## src/rtl/wdt_pkg.sv

```systemverilog
package wdt_pkg;
  localparam int ACT_IRQ = 0;
  localparam int ACT_NMI = 1;
  localparam int ACT_FS  = 2;
  localparam int ACT_RST = 3;
  localparam int NUM_ACT = 4;
  localparam int NUM_FLAG = 3;

  typedef enum logic [1:0] {ST_IDLE, ST_RUN, ST_GRACE, ST_PULSE} wdtState_t;
  typedef enum logic [1:0] {LD_NONE, LD_STAGE1, LD_STAGE2, LD_WIDTH} loadSel_t;

  typedef struct packed {
    loadSel_t loadSel;
    logic     countDown;
    logic     clearCount;
    logic     raiseAct;
    logic     dropIrq;
    logic     dropFs;
  } wdtStrobe_t;
endpackage

```

## src/rtl/wdt_datapath.sv

```systemverilog
module wdt_datapath
  import wdt_pkg::*;
#(
  parameter int CNT_W = 16
) (
  input  logic                clk,
  input  logic                rstN,
  input  wdtStrobe_t          strobe,
  input  logic [CNT_W-1:0]    stage1Period,
  input  logic [CNT_W-1:0]    stage2Period,
  input  logic [CNT_W-1:0]    pulseWidth,
  input  logic [NUM_ACT-1:0]  actionMask,
  input  logic                failSafeClear,
  output logic                cntIsOne,
  output logic                irqOut,
  output logic                nmiOut,
  output logic                failSafeOut
);
  localparam logic [CNT_W-1:0] ONE = {{(CNT_W-1){1'b0}}, 1'b1};

  logic [CNT_W-1:0]    count;
  logic [CNT_W-1:0]    loadValue;
  logic [NUM_FLAG-1:0] actFlag;

  function automatic logic [CNT_W-1:0] atLeastOne(input logic [CNT_W-1:0] v);
    return (v == '0) ? ONE : v;
  endfunction

  always_comb begin
    unique case (strobe.loadSel)
      LD_STAGE1: loadValue = atLeastOne(stage1Period);
      LD_STAGE2: loadValue = atLeastOne(stage2Period);
      LD_WIDTH:  loadValue = atLeastOne(pulseWidth);
      default:   loadValue = '0;
    endcase
  end

  always_ff @(posedge clk or negedge rstN) begin
    if (!rstN) begin
      count <= '0;
    end else if (strobe.loadSel != LD_NONE) begin
      count <= loadValue;
    end else if (strobe.clearCount) begin
      count <= '0;
    end else if (strobe.countDown && count != '0) begin
      count <= count - ONE;
    end
  end

  assign cntIsOne = (count == ONE);

  generate
    for (genvar i = 0; i < NUM_FLAG; i++) begin : g_flag
      logic clrThis;
      if (i == ACT_FS) begin : g_fs
        assign clrThis = strobe.dropFs | failSafeClear;
      end else begin : g_int
        assign clrThis = strobe.dropIrq;
      end
      always_ff @(posedge clk or negedge rstN) begin
        if (!rstN) begin
          actFlag[i] <= 1'b0;
        end else if (strobe.raiseAct && actionMask[i]) begin
          actFlag[i] <= 1'b1;
        end else if (clrThis) begin
          actFlag[i] <= 1'b0;
        end
      end
    end
  endgenerate

  assign irqOut      = actFlag[ACT_IRQ];
  assign nmiOut      = actFlag[ACT_NMI];
  assign failSafeOut = actFlag[ACT_FS];
endmodule

```

## src/rtl/wdt_ctrl.sv

```systemverilog
module wdt_ctrl
  import wdt_pkg::*;
(
  input  logic       clk,
  input  logic       rstN,
  input  logic       enable,
  input  logic       kick,
  input  logic       cntIsOne,
  input  logic       resetSelected,
  output wdtStrobe_t strobe,
  output wdtState_t  state,
  output logic       pulseActive
);
  wdtState_t nextState;
  logic      enablePrev;

  always_ff @(posedge clk or negedge rstN) begin
    if (!rstN) begin
      state      <= ST_IDLE;
      enablePrev <= 1'b0;
    end else begin
      state      <= nextState;
      enablePrev <= enable;
    end
  end

  always_comb begin
    nextState = state;
    strobe    = '0;
    unique case (state)
      ST_IDLE: begin
        if (enable && !enablePrev) begin
          nextState      = ST_RUN;
          strobe.loadSel = LD_STAGE1;
        end
      end
      ST_RUN: begin
        if (!enable) begin
          nextState         = ST_IDLE;
          strobe.clearCount = 1'b1;
          strobe.dropIrq    = 1'b1;
        end else if (kick) begin
          strobe.loadSel = LD_STAGE1;
        end else if (cntIsOne) begin
          nextState       = ST_GRACE;
          strobe.loadSel  = LD_STAGE2;
          strobe.raiseAct = 1'b1;
        end else begin
          strobe.countDown = 1'b1;
        end
      end
      ST_GRACE: begin
        if (!enable) begin
          nextState         = ST_IDLE;
          strobe.clearCount = 1'b1;
          strobe.dropIrq    = 1'b1;
        end else if (kick) begin
          nextState      = ST_RUN;
          strobe.loadSel = LD_STAGE1;
          strobe.dropIrq = 1'b1;
        end else if (cntIsOne) begin
          strobe.dropIrq = 1'b1;
          if (resetSelected) begin
            nextState      = ST_PULSE;
            strobe.loadSel = LD_WIDTH;
          end else begin
            nextState         = ST_IDLE;
            strobe.clearCount = 1'b1;
          end
        end else begin
          strobe.countDown = 1'b1;
        end
      end
      ST_PULSE: begin
        if (cntIsOne) begin
          nextState         = ST_IDLE;
          strobe.clearCount = 1'b1;
          strobe.dropFs     = 1'b1;
        end else begin
          strobe.countDown = 1'b1;
        end
      end
      default: nextState = ST_IDLE;
    endcase
  end

  assign pulseActive = (state == ST_PULSE);
endmodule

```

## src/rtl/twostage_watchdog.sv

```systemverilog
module twostage_watchdog
  import wdt_pkg::*;
#(
  parameter int CNT_W = 16
) (
  input  logic               clk,
  input  logic               rstN,
  input  logic               enable,
  input  logic               kick,
  input  logic [CNT_W-1:0]   stage1Period,
  input  logic [CNT_W-1:0]   stage2Period,
  input  logic [CNT_W-1:0]   pulseWidth,
  input  logic [NUM_ACT-1:0] actionMask,
  input  logic               failSafeClear,
  output logic               irqOut,
  output logic               nmiOut,
  output logic               failSafeOut,
  output logic               sysResetOut
);
  wdtStrobe_t strobe;
  wdtState_t  ctrlState;
  logic       cntIsOne;

  wdt_ctrl ctrl_i (
    .clk           (clk),
    .rstN          (rstN),
    .enable        (enable),
    .kick          (kick),
    .cntIsOne      (cntIsOne),
    .resetSelected (actionMask[ACT_RST]),
    .strobe        (strobe),
    .state         (ctrlState),
    .pulseActive   (sysResetOut)
  );

  wdt_datapath #(.CNT_W(CNT_W)) dp_i (
    .clk           (clk),
    .rstN          (rstN),
    .strobe        (strobe),
    .stage1Period  (stage1Period),
    .stage2Period  (stage2Period),
    .pulseWidth    (pulseWidth),
    .actionMask    (actionMask),
    .failSafeClear (failSafeClear),
    .cntIsOne      (cntIsOne),
    .irqOut        (irqOut),
    .nmiOut        (nmiOut),
    .failSafeOut   (failSafeOut)
  );
endmodule

```

## config.mk

```make
export PLATFORM = sky130hd
export DESIGN_NAME = twostage_watchdog
export DESIGN_NICKNAME = d
export VERILOG_FILES = /design/src/rtl/wdt_pkg.sv /design/src/rtl/wdt_datapath.sv /design/src/rtl/wdt_ctrl.sv /design/src/rtl/twostage_watchdog.sv
export SDC_FILE = /design/constraint.sdc
export NUM_CORES = 1
export LEC_CHECK = 0
export BUFFER_PORTS_ARGS = -buffer_cell sky130_fd_sc_hd__buf_2
export CAP_MARGIN = 40
export CORE_AREA = 2 2 83 69
export CTS_CLUSTER_SIZE = 28
export DETAILED_ROUTE_END_ITERATION = 6
export DIE_AREA = 0 0 85 71
export GPL_TIMING_DRIVEN = 0
export MAX_ROUTING_LAYER = met4
export SLEW_MARGIN = 5
export SYNTH_ARGS = -nofsm -noshare
export SYNTH_HDL_FRONTEND = slang
export SYNTH_HIERARCHICAL = 1
export SYNTH_SLANG_ARGS = --single-unit
export TNS_END_PERCENT = 1
```

## constraint.sdc

```tcl
create_clock -name clk -period 10.1 [get_ports clk]
set_clock_uncertainty 0.2 [all_clocks]
set_input_delay 1.515 -clock clk [delete_from_list [all_inputs] [get_ports clk]]
set_output_delay 1.515 -clock clk [all_outputs]
set_load 0.01 [all_outputs]
```

==> results.sh, run 1 <==
export IMPL_status="finished, final reports clean"
export IMPL_dp_slack_ns=6.02
export IMPL_rsz0062_at_grt="false"
export IMPL_io_buffers=60
export IMPL_place_gp_congestion=0.842
export IMPL_startpoint="kick"
export IMPL_worstHoldStart="dp_i/failSafeOut"
export IMPL_post_cts_buffers=0
export IMPL_cpMaxStageDelayCell="or4b_2"
export IMPL_hold_slack_ns=0.324
export IMPL_crit_buf_inv=1
export IMPL_max_freq_ghz=0.262
export IMPL_hpwlAfterDp_um=4870
export IMPL_finalCritPeriodShare_pct=37.7
export IMPL_grt_util_all_layers_pct=21.6
export IMPL_netlist_instances=227
export IMPL_ioPinCount=61
export IMPL_path_delay_family="simple AND/OR/NAND/NOR gates"
export IMPL_synth_area_um2=2040
export IMPL_maxCapViolations=0
export IMPL_avgSynthCellArea_um2=8.98
export IMPL_fin_ws_ns=6.29
export IMPL_numCtsBuffers=3
export IMPL_viasPerCell=5.86
export IMPL_coreArea_um2=5260
export IMPL_synth_seq_cells=22
export IMPL_ys_seq_area_share_pct=27.0
export IMPL_wl_per_cell_um=17.2
export IMPL_p_leak_nw=1.15
export IMPL_syn_nets=291
export IMPL_worstSetupEndpointType="flop"
export IMPL_pwr_density_cell_nw_per_um2=264
export IMPL_syn_to_final_growth_pct=22.7
export IMPL_route_detailed_drc=0
export IMPL_synth_area_leaders="dfrtp_1 (27%), o22a_1 (9.0%), mux2i_1 (7.9%)"
export IMPL_setup_tns_ns=0
export IMPL_r2r_start="dp_i/count[11]"
export IMPL_grt_pass1_wl_um=10000
export IMPL_grt_pass1_vias=1949
export IMPL_path_class="in -> reg"
export IMPL_fin_nets=357
export IMPL_ys_warn_count=6
export IMPL_ctsHtreeMaxLevel=1
export IMPL_synth_edf_count=0
export IMPL_postSynth_asyncResetShare_pct=100
export IMPL_synth_common_cells="dfrtp_1 (22), o22a_1 (21), mux2i_1 (16), nor4_1 (16)"
export IMPL_overflow=0
export IMPL_irDropWorstVdd_mv=0.102
export IMPL_setup_viol=0
export IMPL_antenna_cells=0
export IMPL_start_util_pct=38.8
export IMPL_antenna_found_initial=0
export IMPL_hold_violations=0
export IMPL_tightest_slew_ns=0.609
export IMPL_ant_nets=0
export IMPL_clk_pin_slew_ns=0.09
export IMPL_clock_path_buffers=2
export IMPL_timing_slew_headroom_pct=59.4
export IMPL_crit_required_ns=10.05
export IMPL_yosysUniqueCellTypes=44
export IMPL_cts_root_buffer="clkbuf_8"
export IMPL_report_final_slew_viol_count=0
export IMPL_startpoint_type="input pin"
export IMPL_hp_class="reg -> reg"
export IMPL_cp_data_arrival_time_ns=3.76
export IMPL_first_pass_iters=4
export IMPL_cts_tree="done"
export IMPL_fin_crit_ns=3.81
export IMPL_placed_cell_area_um2=2430
export IMPL_die_height_um=71
export IMPL_detail_route_iter0_violations=103
export IMPL_post_synth_top_count_cell="dfrtp_1"
export IMPL_die_w_um=85
export IMPL_post_cts_resize_count=0
export IMPL_rows=24
export IMPL_nFillCells=521
export IMPL_synthFlopType="dfrtp_1"
export IMPL_cpPeakStageDelay_ns=0.71
export IMPL_wl_um=6160
export IMPL_path_cells="buf_2 > nor2_1 > a32oi_2 > a21oi_1 > or4b_2 > nor4_4 > mux2i_1 > o221ai_2"
export IMPL_synth_top_area_share_pct=27.0
export IMPL_synth_area_leader_cell="dfrtp_1"
export IMPL_clkSinkCount=22
export IMPL_grt_max_degree=23
export IMPL_critical_path_peak_fanout=7
export IMPL_worstSkewPairLatency_ns=0.27
export IMPL_dieArea_um2=6040
export IMPL_holdBufCountCts=0
export IMPL_design_area_um2=2500
export IMPL_via_count=2091
export IMPL_drive_gt1_share_pct=29.8
==> sequential cells by signal, summed over array words and instances (netlist names) <==
signal and count:
ctrl_i/enablePrev 1, ctrl_i/state 2, dp_i/count 16, dp_i/failSafeOut 1, dp_i/irqOut 1, dp_i/nmiOut 1
==> through the flow <==
| step | cells | utilization (%) | power (mW) |
|---|---|---|---|
| floorplan | 227 | - | 0.469 |
| global placement | 352 | 46.1 | 0.566 |
| detailed placement | 353 | 46.3 | 0.572 |
| CTS | 357 | 47.6 | 0.663 |
| global route | 357 | 47.6 | 0.720 |
| finish | 357 | 47.6 | 0.660 |
==> power by group <==
group / internal, mW / total, mW / switching, mW
Sequential: 0.119 / 0.157 / 0.0378
Combinational: 0.189 / 0.417 / 0.228
Clock: 0.0530 / 0.0860 / 0.0329
==> per-layer routing <==
layer | up-vias | wire length (um) | global-route usage, %
li1 | 1034 | - | -
met1 | 982 | 3120 | 31.5
met2 | 73 | 2570 | 32.4
met3 | 2 | 432 | 3.62
met4 | 0 | 27 | 2.65
met5 | - | 0 | -
==> cell usage in the layout, fill, tap and decap left out, drive strengths merged, types with 5 or more instances in the layout <==
| cell type | netlist | routed |
|---|---|---|
| nor3 | 10 | 10 |
| ha | 7 | 7 |
| clkbuf | 9 | 12 |
| nand2 | 6 | 6 |
| nand3 | 5 | 5 |
| a21oi | 6 | 6 |
| a31oi | 13 | 13 |
| nor2 | 11 | 11 |
| buf | 6 | 66 |
| inv | 13 | 13 |
| o2bb2ai | 12 | 12 |
| dfrtp | 22 | 22 |
| mux2i | 16 | 16 |
| o21ai | 9 | 9 |
| nor4 | 19 | 19 |
| o22a | 21 | 21 |
==> final timing paths <==
kind	end	slack [ns]	cells after the start
max	dp_i/count[12]	6.29	8
min	dp_i/failSafeOut	0.32	1
max reg2reg	dp_i/count[0]	6.57	11
min reg2reg	dp_i/failSafeOut	0.32	1
max in group asynchronous	dp_i/count[8]	8.34	1
min in group asynchronous	dp_i/count[2]	1.01	1
==> logic make-up (layout without fill, tap and decap cells) <==
family                     after synthesis  in the layout  synth area share [%]
adders and majority gates                7              7                  4.29
buffers and inverters                   28             93                  8.22
and+or+nand+nor                         75             75                  22.2
muxes                                   18             18                  9.14
AOI/OAI and AO/OA                       77             77                  29.1
DFF                                     22             22                  27.0
==> area by class of cell <==
cell class	count	area [um2]	share of cell area, %
inverters	13	48.8	1.95
repair buffers	61	310	12.4
flip-flops and latches	22	551	22.0
clock buffers	3	41.3	1.65
well taps	65	81.3	3.25
clock inverters	1	30.0	1.20
multi-input cells	177	1320	52.8
plain buffers	15	119	4.75
(Power assumes the default switching activity.)
==> inputs of run 2 (changes only) <==
--- a/config.mk
+++ b/config.mk
@@ -13,6 +13,7 @@
 export DIE_AREA = 0 0 85 71
 export GPL_TIMING_DRIVEN = 0
 export MAX_ROUTING_LAYER = met4
+export PLACE_DENSITY = 0.66
 export SLEW_MARGIN = 5
 export SYNTH_ARGS = -nofsm -noshare
 export SYNTH_HDL_FRONTEND = slang
==> constraint.sdc (replaced) <==
create_clock -name clk -period 3.45 [get_ports clk]
set_clock_uncertainty 0.2 [all_clocks]
set_input_delay 0.5175 -clock clk [delete_from_list [all_inputs] [get_ports clk]]
set_output_delay 0.5175 -clock clk [all_outputs]
set_load 0.01 [all_outputs]
==> run 2 against run 1 <==
Net effect:
- cell area grew 1.8%
- critical endpoint is now dp_i/count[0]
- worst hold slack lost 0.31 ns
- routed wire length shrank 3.3%
- largest cell class unchanged
- sequential cell count is the same
- critical path depth grew 4
- power grew to 2.9 times the previous value
- die area is the same
- clock power grew 92%
- sequential power grew to 2.9 times the previous value
- worst setup slack lost 6.1 ns
- first-iteration DRC count grew 11%
- final cell count grew 1.4%
==> results.sh, run 2 (synthesis gave the netlist of run 1 again) <==
export IMPL_status="finished, final reports clean"
export IMPL_cts_tree="done"
export IMPL_hold_violations=0
export IMPL_tightest_slew_ns=0.516
export IMPL_final_common_cell="buf_2"
export IMPL_clock_path_buffers=2
export IMPL_irDropWorstVdd_mv=0.285
export IMPL_ioPinCount=61
export IMPL_start_util_pct=38.8
export IMPL_place_gp_congestion=0.900
export IMPL_p_leak_nw=1.18
export IMPL_die_height_um=71
export IMPL_coreArea_um2=5260
export IMPL_route_detailed_drc=0
export IMPL_grt_pass1_wl_um=9280
export IMPL_cp_data_arrival_time_ns=3.24
export IMPL_antenna_found_initial=0
export IMPL_wl_met3_um=432
export IMPL_reg_top3="dp_i/count x16, ctrl_i/state x2"
export IMPL_startpoint_type="flop"
export IMPL_max_freq_ghz=0.304
export IMPL_clkSinkCount=22
export IMPL_clk_pin_slew_ns=0.08
export IMPL_fin_crit_ns=3.29
export IMPL_largest_register="dp_i/count"
export IMPL_topRoutingLayerUsed="met4"
export IMPL_die_w_um=85
export IMPL_pwr_density_cell_nw_per_um2=751
export IMPL_numCtsBuffers=3
export IMPL_timing_slew_headroom_pct=65.6
export IMPL_grt_pass1_vias=1987
export IMPL_report_final_slew_viol_count=0
export IMPL_worstSkewPairLatency_ns=0.26
export IMPL_io_buffers=60
export IMPL_dieArea_um2=6040
export IMPL_drive_gt1_share_pct=32.7
export IMPL_setup_viol=0
export IMPL_finalCritPeriodShare_pct=95.5
export IMPL_hold_slack_ns=0.0138
export IMPL_most_common_layout_cells="buf_2 (62), dfrtp_1 (21), o22a_1 (21)"
export IMPL_met1Wirelength_um=2880
export IMPL_r2r_start="dp_i/count[11]"
export IMPL_cts_root_buffer="clkbuf_8"
export IMPL_regToRegSetupSlack_ns=0.16
export IMPL_worstSetupEndpointType="flop"
export IMPL_crit_required_ns=3.40
export IMPL_fin_nets=363
export IMPL_wl_per_cell_um=16.4
export IMPL_detail_route_iter0_violations=114
export IMPL_viasPerCell=5.93
export IMPL_overflow=0
export IMPL_holdBufCountCts=0
export IMPL_critical_path_peak_fanout=10
export IMPL_multiInputGateArea_um2=1350
export IMPL_grt_max_degree=23
export IMPL_hpwlAfterDp_um=4590
export IMPL_largest_reg_flops=16
export IMPL_path_class="reg -> reg"
export IMPL_via_count=2147
export IMPL_hp_class="in -> async"
export IMPL_ant_nets=0
export IMPL_maxCapViolations=0
export IMPL_ctsHtreeMaxLevel=1
export IMPL_wl_um=5950
export IMPL_postLayoutCoreUtil_pct=48.5
export IMPL_startpoint="dp_i/count[11]"
export IMPL_nFillCells=503
export IMPL_rows=24
export IMPL_antenna_cells=0
export IMPL_setup_tns_ns=0
export IMPL_syn_to_final_growth_pct=25.0
export IMPL_grt_util_all_layers_pct=19.7
export IMPL_register_area_um2=552
export IMPL_wl_met2_um=2560
export IMPL_first_pass_iters=4
## run 2: changes by cell type in the layout (fill, tap and decap cells not counted), sizes merged
cell,delta
clkdlybuf4s18,-1
bufinv,-1
buf,+7
## run 2: worst max-delay path, stage by stage (launching register included)
cell and delay (ns):
dfrtp_2 0.47, or4_1 0.59, nor4_2 0.29, buf_2 0.22, nand2b_1 0.16, o21ai_1 0.16
a221oi_1 0.09, nor2_1 0.14, or3_1 0.13, clkbuf_8 0.16, buf_4 0.19, a21oi_1 0.06
o32a_1 0.33
## run 2: power by group
part	internal, mW	switching (mW)	leakage [nW]
clock	0.0780	0.0870	0.0216
combinational	0.597	0.688	0.873
sequential	0.349	0.114	0.287
total	1.02	0.889	1.18
## run 2: path summary, 6_finish.rpt
check / depth (start not counted) / endpoint
min: 1 / dp_i/failSafeOut
max reg2reg: 12 / dp_i/count[0]
min reg2reg: 1 / dp_i/failSafeOut
max in group asynchronous: 1 / dp_i/count[11]
min in group clk: 1 / ctrl_i/enablePrev
max: 12 / dp_i/count[0]
## run 2: what timing repair did
item,CTS,global route
buffers inserted,0,6
endpoints found under the setup margin,10,16
resized for setup,4,7
## run 2: layout make-up
| class | count | share of cell area (%) |
|---|---|---|
| clock buffers | 3 | 1.62 |
| inverters | 13 | 1.91 |
| multi-input cells | 177 | 53.0 |
| well taps | 65 | 3.19 |
| plain buffers | 15 | 4.91 |
| repair buffers | 67 | 13.7 |
| flip-flops and latches | 22 | 21.6 |
## run 2: routing by layer
layer,vias up,global-route usage [%]
met5,-,-
met4,0,6.53
met3,8,2.45
met2,81,29.9
met1,1011,27.3
li1,1047,-
## run 2: stage by stage
stage	std cells	area (um2)	total power [mW]	setup slack, ns
after detailed placement	353	2430	1.66	-0.0861
after global placement	352	2420	1.64	-0.441
after global routing	362	2550	2.07	-0.0291
after CTS	356	2490	1.84	0.0121
after floorplan	227	2040	1.37	0.153
final	362	2550	1.91	0.155
